$ cat config.mk
export PLATFORM = sky130hd
export DESIGN_NAME = muldiv_sequencer
export DESIGN_NICKNAME = d
export VERILOG_FILES = /design/src/rtl/muldiv_pkg.sv /design/src/rtl/muldiv_divider.sv /design/src/rtl/muldiv_multiplier.sv /design/src/rtl/muldiv_datapath.sv /design/src/rtl/muldiv_ctrl.sv /design/src/rtl/muldiv_sequencer.sv
export SDC_FILE = /design/constraint.sdc
export NUM_CORES = 2
export LEC_CHECK = 0
export CAP_MARGIN = 30
export CELL_PAD_IN_SITES_DETAIL_PLACEMENT = 2
export CELL_PAD_IN_SITES_GLOBAL_PLACEMENT = 2
export CORE_MARGIN = 5
export CORE_UTILIZATION = 47
export DETAILED_ROUTE_END_ITERATION = 10
export DONT_BUFFER_PORTS = 1
export PLACE_DENSITY = 0.95
export SLEW_MARGIN = 20
export SYNTH_ARGS = -nofsm -noshare
export SYNTH_HDL_FRONTEND = slang
export SYNTH_HIERARCHICAL = 1
export SYNTH_SLANG_ARGS = --single-unit
$ cat constraint.sdc
create_clock -name clk -period 25.6 [get_ports clk]
set_input_delay 3.84 -clock clk [delete_from_list [all_inputs] [get_ports clk]]
set_output_delay 3.84 -clock clk [all_outputs]
set_load 0.005 [all_outputs]
$ cat src/rtl/muldiv_pkg.sv
package muldiv_pkg;

  typedef enum logic [1:0] {
    SEQ_IDLE    = 2'd0,
    SEQ_STARTED = 2'd1,
    SEQ_WAIT    = 2'd2
  } seq_state_e;

  // kind field of opCode[2:1]
  typedef enum logic [1:0] {
    KIND_MUL_LO = 2'b00,
    KIND_MUL_HI = 2'b01,
    KIND_DIV_Q  = 2'b10,
    KIND_DIV_R  = 2'b11
  } op_kind_e;

  typedef struct packed {
    logic start;    // one-cycle launch to the selected unit
    logic capture;  // load the holding register
    logic useHeld;  // drive result from the holding register
  } seq_strobe_t;

endpackage

$ cat src/rtl/muldiv_divider.sv
module muldiv_divider #(
  parameter int W = 32
) (
  input  logic         clk,
  input  logic         rst_n,
  input  logic         start,
  input  logic         isSigned,
  input  logic [W-1:0] dividend,
  input  logic [W-1:0] divisor,
  output logic         done,
  output logic [W-1:0] quot,
  output logic [W-1:0] rem
);
  localparam int CW = $clog2(W + 1);

  logic [W-1:0] remR, quoR, dvsR;
  logic         negQ, negR, zeroDiv, busy;
  logic [CW-1:0] cnt;

  logic [W-1:0] magA, magB;
  assign magA = (isSigned && dividend[W-1]) ? -dividend : dividend;
  assign magB = (isSigned && divisor[W-1])  ? -divisor  : divisor;

  logic [W:0]   shifted;
  logic [W-1:0] diffLow;
  logic         fits;
  assign shifted = {remR, quoR[W-1]};
  assign fits    = shifted >= {1'b0, dvsR};
  assign diffLow = shifted[W-1:0] - dvsR;

  always_ff @(posedge clk or negedge rst_n) begin
    if (!rst_n) begin
      remR <= '0; quoR <= '0; dvsR <= '0;
      negQ <= 1'b0; negR <= 1'b0; zeroDiv <= 1'b0;
      busy <= 1'b0; cnt <= '0;
    end else if (start) begin
      remR    <= '0;
      quoR    <= magA;
      dvsR    <= magB;
      negQ    <= isSigned && (dividend[W-1] ^ divisor[W-1]);
      negR    <= isSigned && dividend[W-1];
      zeroDiv <= (divisor == '0);
      busy    <= 1'b1;
      cnt     <= CW'(W);
    end else if (busy) begin
      if (cnt != '0) begin
        remR <= fits ? diffLow : shifted[W-1:0];
        quoR <= {quoR[W-2:0], fits};
        cnt  <= cnt - CW'(1);
      end else begin
        busy <= 1'b0;
      end
    end
  end

  assign done = busy && (cnt == '0);
  assign quot = (negQ && !zeroDiv) ? -quoR : quoR;
  assign rem  = negR ? -remR : remR;

endmodule

$ cat src/rtl/muldiv_multiplier.sv
module muldiv_multiplier #(
  parameter int W   = 32,
  parameter int LAT = 4
) (
  input  logic         clk,
  input  logic         rst_n,
  input  logic         start,
  input  logic         isSigned,
  input  logic [W-1:0] mulA,
  input  logic [W-1:0] mulB,
  output logic         done,
  output logic [W-1:0] prodLo,
  output logic [W-1:0] prodHi
);
  localparam int CW = $clog2(LAT + 1);

  logic [W:0]    aR, bR;   // sign- or zero-extended operands
  logic [CW-1:0] cnt;
  logic          busy;

  always_ff @(posedge clk or negedge rst_n) begin
    if (!rst_n) begin
      aR <= '0; bR <= '0; cnt <= '0; busy <= 1'b0;
    end else if (start) begin
      aR   <= {isSigned & mulA[W-1], mulA};
      bR   <= {isSigned & mulB[W-1], mulB};
      cnt  <= CW'(LAT);
      busy <= 1'b1;
    end else if (busy) begin
      if (cnt != '0) cnt <= cnt - CW'(1);
      else           busy <= 1'b0;
    end
  end

  logic signed [2*W-1:0] extA, extB, prod;
  assign extA = {{(W-1){aR[W]}}, aR};
  assign extB = {{(W-1){bR[W]}}, bR};
  assign prod = extA * extB;

  assign done   = busy && (cnt == '0);
  assign prodLo = prod[W-1:0];
  assign prodHi = prod[2*W-1:W];

endmodule

$ cat src/rtl/muldiv_datapath.sv
module muldiv_datapath
  import muldiv_pkg::*;
#(
  parameter int W       = 32,
  parameter int MUL_LAT = 4
) (
  input  logic        clk,
  input  logic        rst_n,
  input  seq_strobe_t strb,
  input  logic [2:0]  opCode,
  input  logic [W-1:0] opA,
  input  logic [W-1:0] opB,
  output logic        unitDone,
  output logic [W-1:0] result
);
  logic [1:0] kindR;
  logic       divStart, mulStart, divDone, mulDone;
  logic [W-1:0] quot, rem, prodLo, prodHi, unitResult, heldR;

  assign divStart = strb.start &&  opCode[2];
  assign mulStart = strb.start && !opCode[2];

  muldiv_divider #(.W(W)) u_div (
    .clk(clk), .rst_n(rst_n), .start(divStart), .isSigned(opCode[0]),
    .dividend(opA), .divisor(opB), .done(divDone), .quot(quot), .rem(rem)
  );

  muldiv_multiplier #(.W(W), .LAT(MUL_LAT)) u_mul (
    .clk(clk), .rst_n(rst_n), .start(mulStart), .isSigned(opCode[0]),
    .mulA(opA), .mulB(opB), .done(mulDone), .prodLo(prodLo), .prodHi(prodHi)
  );

  always_ff @(posedge clk or negedge rst_n) begin
    if (!rst_n) begin
      kindR <= '0;
      heldR <= '0;
    end else begin
      if (strb.start)   kindR <= opCode[2:1];
      if (strb.capture) heldR <= unitResult;
    end
  end

  always_comb begin
    case (op_kind_e'(kindR))
      KIND_MUL_LO: unitResult = prodLo;
      KIND_MUL_HI: unitResult = prodHi;
      KIND_DIV_Q:  unitResult = quot;
      default:     unitResult = rem;
    endcase
  end

  assign unitDone = kindR[1] ? divDone : mulDone;
  assign result   = strb.useHeld ? heldR : unitResult;

endmodule

$ cat src/rtl/muldiv_ctrl.sv
module muldiv_ctrl
  import muldiv_pkg::*;
(
  input  logic        clk,
  input  logic        rst_n,
  input  logic        exValid,
  input  logic        backStall,
  input  logic        unitDone,
  output seq_strobe_t strb,
  output logic        stallReq,
  output logic        donePulse
);
  seq_state_e state, nextState;
  logic       held, nextHeld;

  always_comb begin
    nextState = state;
    nextHeld  = held;
    strb      = '0;
    stallReq  = 1'b0;
    donePulse = 1'b0;
    case (state)
      SEQ_IDLE: begin
        if (exValid) begin
          stallReq  = 1'b1;
          nextState = SEQ_STARTED;
        end
      end
      SEQ_STARTED: begin
        strb.start = 1'b1;
        stallReq   = 1'b1;
        nextState  = SEQ_WAIT;
      end
      SEQ_WAIT: begin
        if (held) begin
          strb.useHeld = 1'b1;
          if (!backStall) begin
            nextState = SEQ_IDLE;
            nextHeld  = 1'b0;
          end
        end else if (unitDone) begin
          donePulse    = 1'b1;
          strb.capture = 1'b1;
          if (backStall) nextHeld  = 1'b1;
          else           nextState = SEQ_IDLE;
        end else begin
          stallReq = 1'b1;
        end
      end
      default: nextState = SEQ_IDLE;
    endcase
  end

  always_ff @(posedge clk or negedge rst_n) begin
    if (!rst_n) begin
      state <= SEQ_IDLE;
      held  <= 1'b0;
    end else begin
      state <= nextState;
      held  <= nextHeld;
    end
  end

endmodule

$ cat src/rtl/muldiv_sequencer.sv
module muldiv_sequencer
  import muldiv_pkg::*;
#(
  parameter int MUL_LAT = 4
) (
  input  logic        clk,
  input  logic        rst_n,
  input  logic        exValid,
  input  logic [2:0]  opCode,
  input  logic [31:0] opA,
  input  logic [31:0] opB,
  input  logic        backStall,
  output logic        stallReq,
  output logic [31:0] result,
  output logic        donePulse
);
  seq_strobe_t strb;
  logic        unitDone;

  muldiv_ctrl u_ctrl (
    .clk(clk), .rst_n(rst_n), .exValid(exValid), .backStall(backStall),
    .unitDone(unitDone), .strb(strb), .stallReq(stallReq), .donePulse(donePulse)
  );

  muldiv_datapath #(.W(32), .MUL_LAT(MUL_LAT)) u_dp (
    .clk(clk), .rst_n(rst_n), .strb(strb), .opCode(opCode),
    .opA(opA), .opB(opB), .unitDone(unitDone), .result(result)
  );

endmodule

==> flow_summary.yaml, run 1 <==
status:
  haltStage: "5_1_grt"
  error: "[ERROR GRT-0116] Global routing finished with congestion. Check the congestion regions in the DRC Viewer."
  status: "aborted with a tool error"
floorplan:
  dieWidth_microns: 345
  die_h_microns: 345
  pin_count: 105
  initial_utilization: 0.475
  num_rows: 122
logic_synthesis:
  synth_warnings: 6
  synthFlopType: "dfrtp_1"
  ys_types: 93
  ys_seq_area_frac: 0.101
  ys_ff_latch: 213
  synth_top_area_share: 0.428
  synth_area_sq_um: 52700
  async_reset_ff_frac: 1.00
  synth_nets: 7185
  ys_top_cells_by_count: "inv_1 (1166), fa_1 (1126), nand2_1 (699)"
  synth_most_common_cell: "inv_1"
  postSynthCellCount: 5736
  synth_edf_count: 0
  syn_area_per_cell_sq_um: 9.19
  synth_area_leaders: "fa_1 (43%), dfrtp_1 (10%), inv_1 (8.3%)"
  post-synth-top-area-cell: "fa_1"
place:
  gp_congestion: 0.920
  hpwl_mm: 230
  port_buffers: 0
cts:
  clkSinkCount: 213
  cts_max_level: 1
  post_cts_buffers: 0
  post_cts_resize_count: 0
  root_buffer: "clkbuf_16"
  cts_max_path_buffers: 3
  cts-buffers-inserted: 28
  ctsHoldBuffers: 0
global_routing:
  gr-total-overflow: 459
  grt_pass1_vias: 67600
  grt_max_degree: 214
  grt_usage: 0.698
  grt_pass1_wl_mm: 581
-- routing by layer --
layer,track usage,GRT overflow
met1,0.697,19
met5,0.318,1
met4,0.687,176
met3,0.512,22
met2,0.885,241
-- through the flow --
| step | util | cells | cell area (sq um) | setup slack, ps | hold slack (ps) |
|---|---|---|---|---|---|
| 2_1_floorplan | - | 5736 | 52700 | 13740 | 452 |
| 3_3_place_gp | 0.486 | 6993 | 53900 | 12720 | 467 |
| 3_5_place_dp | 0.487 | 6997 | 54000 | 11370 | 488 |
| 4_1_cts | 0.494 | 7045 | 54900 | 10600 | 528 |
-- cells by family after synthesis --
logic type,Yosys count,synth area share
AO/OA/AOI/OAI,601,0.0762
buffers and inverters,1477,0.107
flip-flops,213,0.101
AND/OR/NAND/NOR,1681,0.159
XOR/XNOR,224,0.0372
adder cells (fa/ha/maj),1378,0.488
multiplexers,162,0.0325
==> inputs of run 2 (changes only) <==
--- a/config.mk
+++ b/config.mk
@@ -6,13 +6,11 @@
 export NUM_CORES = 2
 export LEC_CHECK = 0
 export CAP_MARGIN = 30
-export CELL_PAD_IN_SITES_DETAIL_PLACEMENT = 2
-export CELL_PAD_IN_SITES_GLOBAL_PLACEMENT = 2
 export CORE_MARGIN = 5
-export CORE_UTILIZATION = 47
+export CORE_UTILIZATION = 35
 export DETAILED_ROUTE_END_ITERATION = 10
 export DONT_BUFFER_PORTS = 1
-export PLACE_DENSITY = 0.95
+export PLACE_DENSITY_LB_ADDON = 0.15
 export SLEW_MARGIN = 20
 export SYNTH_ARGS = -nofsm -noshare
 export SYNTH_HDL_FRONTEND = slang
==> run 2 against run 1 <==
  * Synthesized area did not move
  * Synthesized cell count stayed put
  * The run now ends clean
==> flow_summary.yaml, run 2 <==
status:
  status: "completed"
finish:
  top_regs: "u_dp/u_mul/aR x33, u_dp/u_mul/bR x33"
  fin_nets: 6994
  drive_above_1_share: 0.0446
  mostFrequentLayoutCell: "inv_1"
  layout_common_cells: "inv_1 (1166), fa_1 (1126), nand2_1 (699), and2_1 (555), ha_1 (252)"
  area_growth_pct: 5.68
  finalNonFillerCells: 7582
  final_area_sq_um: 55700
critical_path:
  critical_path_class: "register to output pin"
  arrival_ps: 10350
  start_kind: "register"
  cp_max_fo: 33
  path_buf_inv: 4
  cp_num_cells: 26
  reg2reg_to: "u_dp/heldR[31]"
  cpMostUsedCell: "fa_1"
  cp.required_ps: 21760
  critPathTopFamily: "adder cells"
  endpoint_kind: "output pin"
  max_stage_delay_ps: 930
  cp_slowest_cell: "fa_1"
  reg2reg_slack_ps: 16340
  reg2reg_from: "u_dp/u_mul/bR[3]"
  r2r_cells: 25
logic_synthesis:
  synth_top_family_by_area: "adder cells"
  async_reset_ff_frac: 1.00
  ys_ff_latch: 213
  synthFlopType: "dfrtp_1"
  synth_most_common_cell: "inv_1"
  synth_area_sq_um: 52700
  postSynthCellCount: 5736
  synth-simple-area-share: 0.159
  synthXorXnorAreaFrac: 0.0372
  synth_nets: 7185
  synth_mux_area_frac: 0.0325
  ys_types: 93
  synth_edf_count: 0
  ys_top_cells_by_count: "inv_1 (1166), fa_1 (1126), nand2_1 (699)"
  ys_seq_area_frac: 0.101
  synth_top_area_share: 0.428
  synth_warnings: 6
  synth_compound_area_frac: 0.0762
  synth_area_leaders: "fa_1 (43%), dfrtp_1 (10%), inv_1 (8.3%)"
  post-synth-top-area-cell: "fa_1"
  synth_fa_ha_area_frac: 0.488
  syn_area_per_cell_sq_um: 9.19
cts:
  cts-buffers-inserted: 28
  cts_tree: "built"
  ctsHoldBuffers: 0
  root_buffer: "clkbuf_16"
  clkTransAtPathRegs_ps: 60
  clock_latency_ps: 600
  post_cts_buffers: 0
  cts_max_level: 1
  clkSinkCount: 213
  post_cts_resize_count: 0
  cts_max_path_buffers: 3
sta:
  relSlewSlack: 0.306
  fin_crit_sh: 0.554
  hold_viol: 0
  fin_crit_ps: 14190
  worst_slew_pin_slew_ps: 1030
  grt_setup_unrepaired: "false"
  clock.fmax_ghz: 0.0705
  slew_viol_final: 0
  timing.final.setup_violations: 0
  setup_tns_ps: 0
  fin_skew_ps: 23.5
worst_hold_path:
  hp-start: "u_dp/heldR[20]"
  min_to: "u_dp/heldR[20]"
  holdCritPathClass: "register to register"
  min_path_cells: 2
floorplan:
  dieArea_sq_um: 158000
  num_rows: 142
  pin_count: 105
  core_region_area_sq_um: 150000
  initial_utilization: 0.352
  dieWidth_microns: 398
  die_h_microns: 398
global_routing:
  grt_usage: 0.216
  grt_pass1_wl_mm: 262
  antenna_found_initial: 4
  gr-total-overflow: 0
  grt_pass1_vias: 41300
  grt_max_degree: 214
place:
  post-place-cells: 7530
  gp_congestion: 0.868
  port_buffers: 0
  hpwl_mm: 133
  dpl_cell_area_sq_um: 54700
detailed_routing:
  ant_nets: 0
  via_count: 38300
  vias_per_cell: 5.05
  drt_first_pass_iters: 7
  wl_mm: 167
  drtIter0Drc: 2635
  drcViolationCount: 0
  wl_per_cell_microns: 22.1
flow_run:
  maxCapViolations: 0
run 2: routing by layer:
metal | vias to the layer above | routed length (microns) | GRT usage
li1 | 17100 | - | -
met1 | 20400 | 75800 | 0.305
met3 | 133 | 6580 | 0.0168
met4 | 0 | 2670 | 0.0328
met2 | 755 | 82500 | 0.370
met5 | - | 0 | 0
run 2: worst reg2reg max path: cells and delay by family (launching register included):
family          cells  cell delay, ps
fa+ha+maj           9            5140
compound gates      6            1590
buf+inv             6            1320
simple gates        2             390
flops               1             340
xor+xnor            1             230
mux                 1             160
run 2: worst max-delay path by stage:
stage                      end               from
finish              result[29]   u_dp/u_mul/bR[3]
global route        result[31]   u_dp/u_mul/bR[3]
CTS                 result[31]  u_dp/u_mul/aR[32]
detailed placement  result[31]   u_dp/u_mul/bR[3]
global placement    result[31]   u_dp/u_mul/bR[3]
floorplan           result[31]  u_dp/u_mul/aR[32]
run 2: area by class of cell:
cell class	count	area, sq um
Antenna cell	1	2.50
Clock buffer	41	861
Clock inverter	9	108
Fill cell	15400	94100
Inverter	1168	4380
Multi-Input combinational cell	4046	41800
Sequential cell	213	5340
Tap cell	2016	2520
Timing Repair Buffer	88	708
run 2: logic make-up (layout without fill, tap and decap cells):
logic type | count (synthesis) | after routing
AO/OA/AOI/OAI | 601 | 601
XOR/XNOR | 224 | 224
adder cells (fa/ha/maj) | 1378 | 1378
buffers and inverters | 1477 | 1306
flip-flops | 213 | 213
multiplexers | 162 | 162
other | 0 | 1
AND/OR/NAND/NOR | 1681 | 1681
run 2: stage by stage:
stage                     utilization  setup WS [ps]  hold slack (ps)
after detailed placement        0.365          11960              481
after CTS                       0.372          11300              497
final                           0.372          11410              494
after global routing            0.372          10840              516
after global placement          0.365          12060              476
after floorplan                     -          13740              452
Power of run 2 is not shown: default switching activity piles up to over one toggle a cycle in this logic, so the estimate is an artifact.
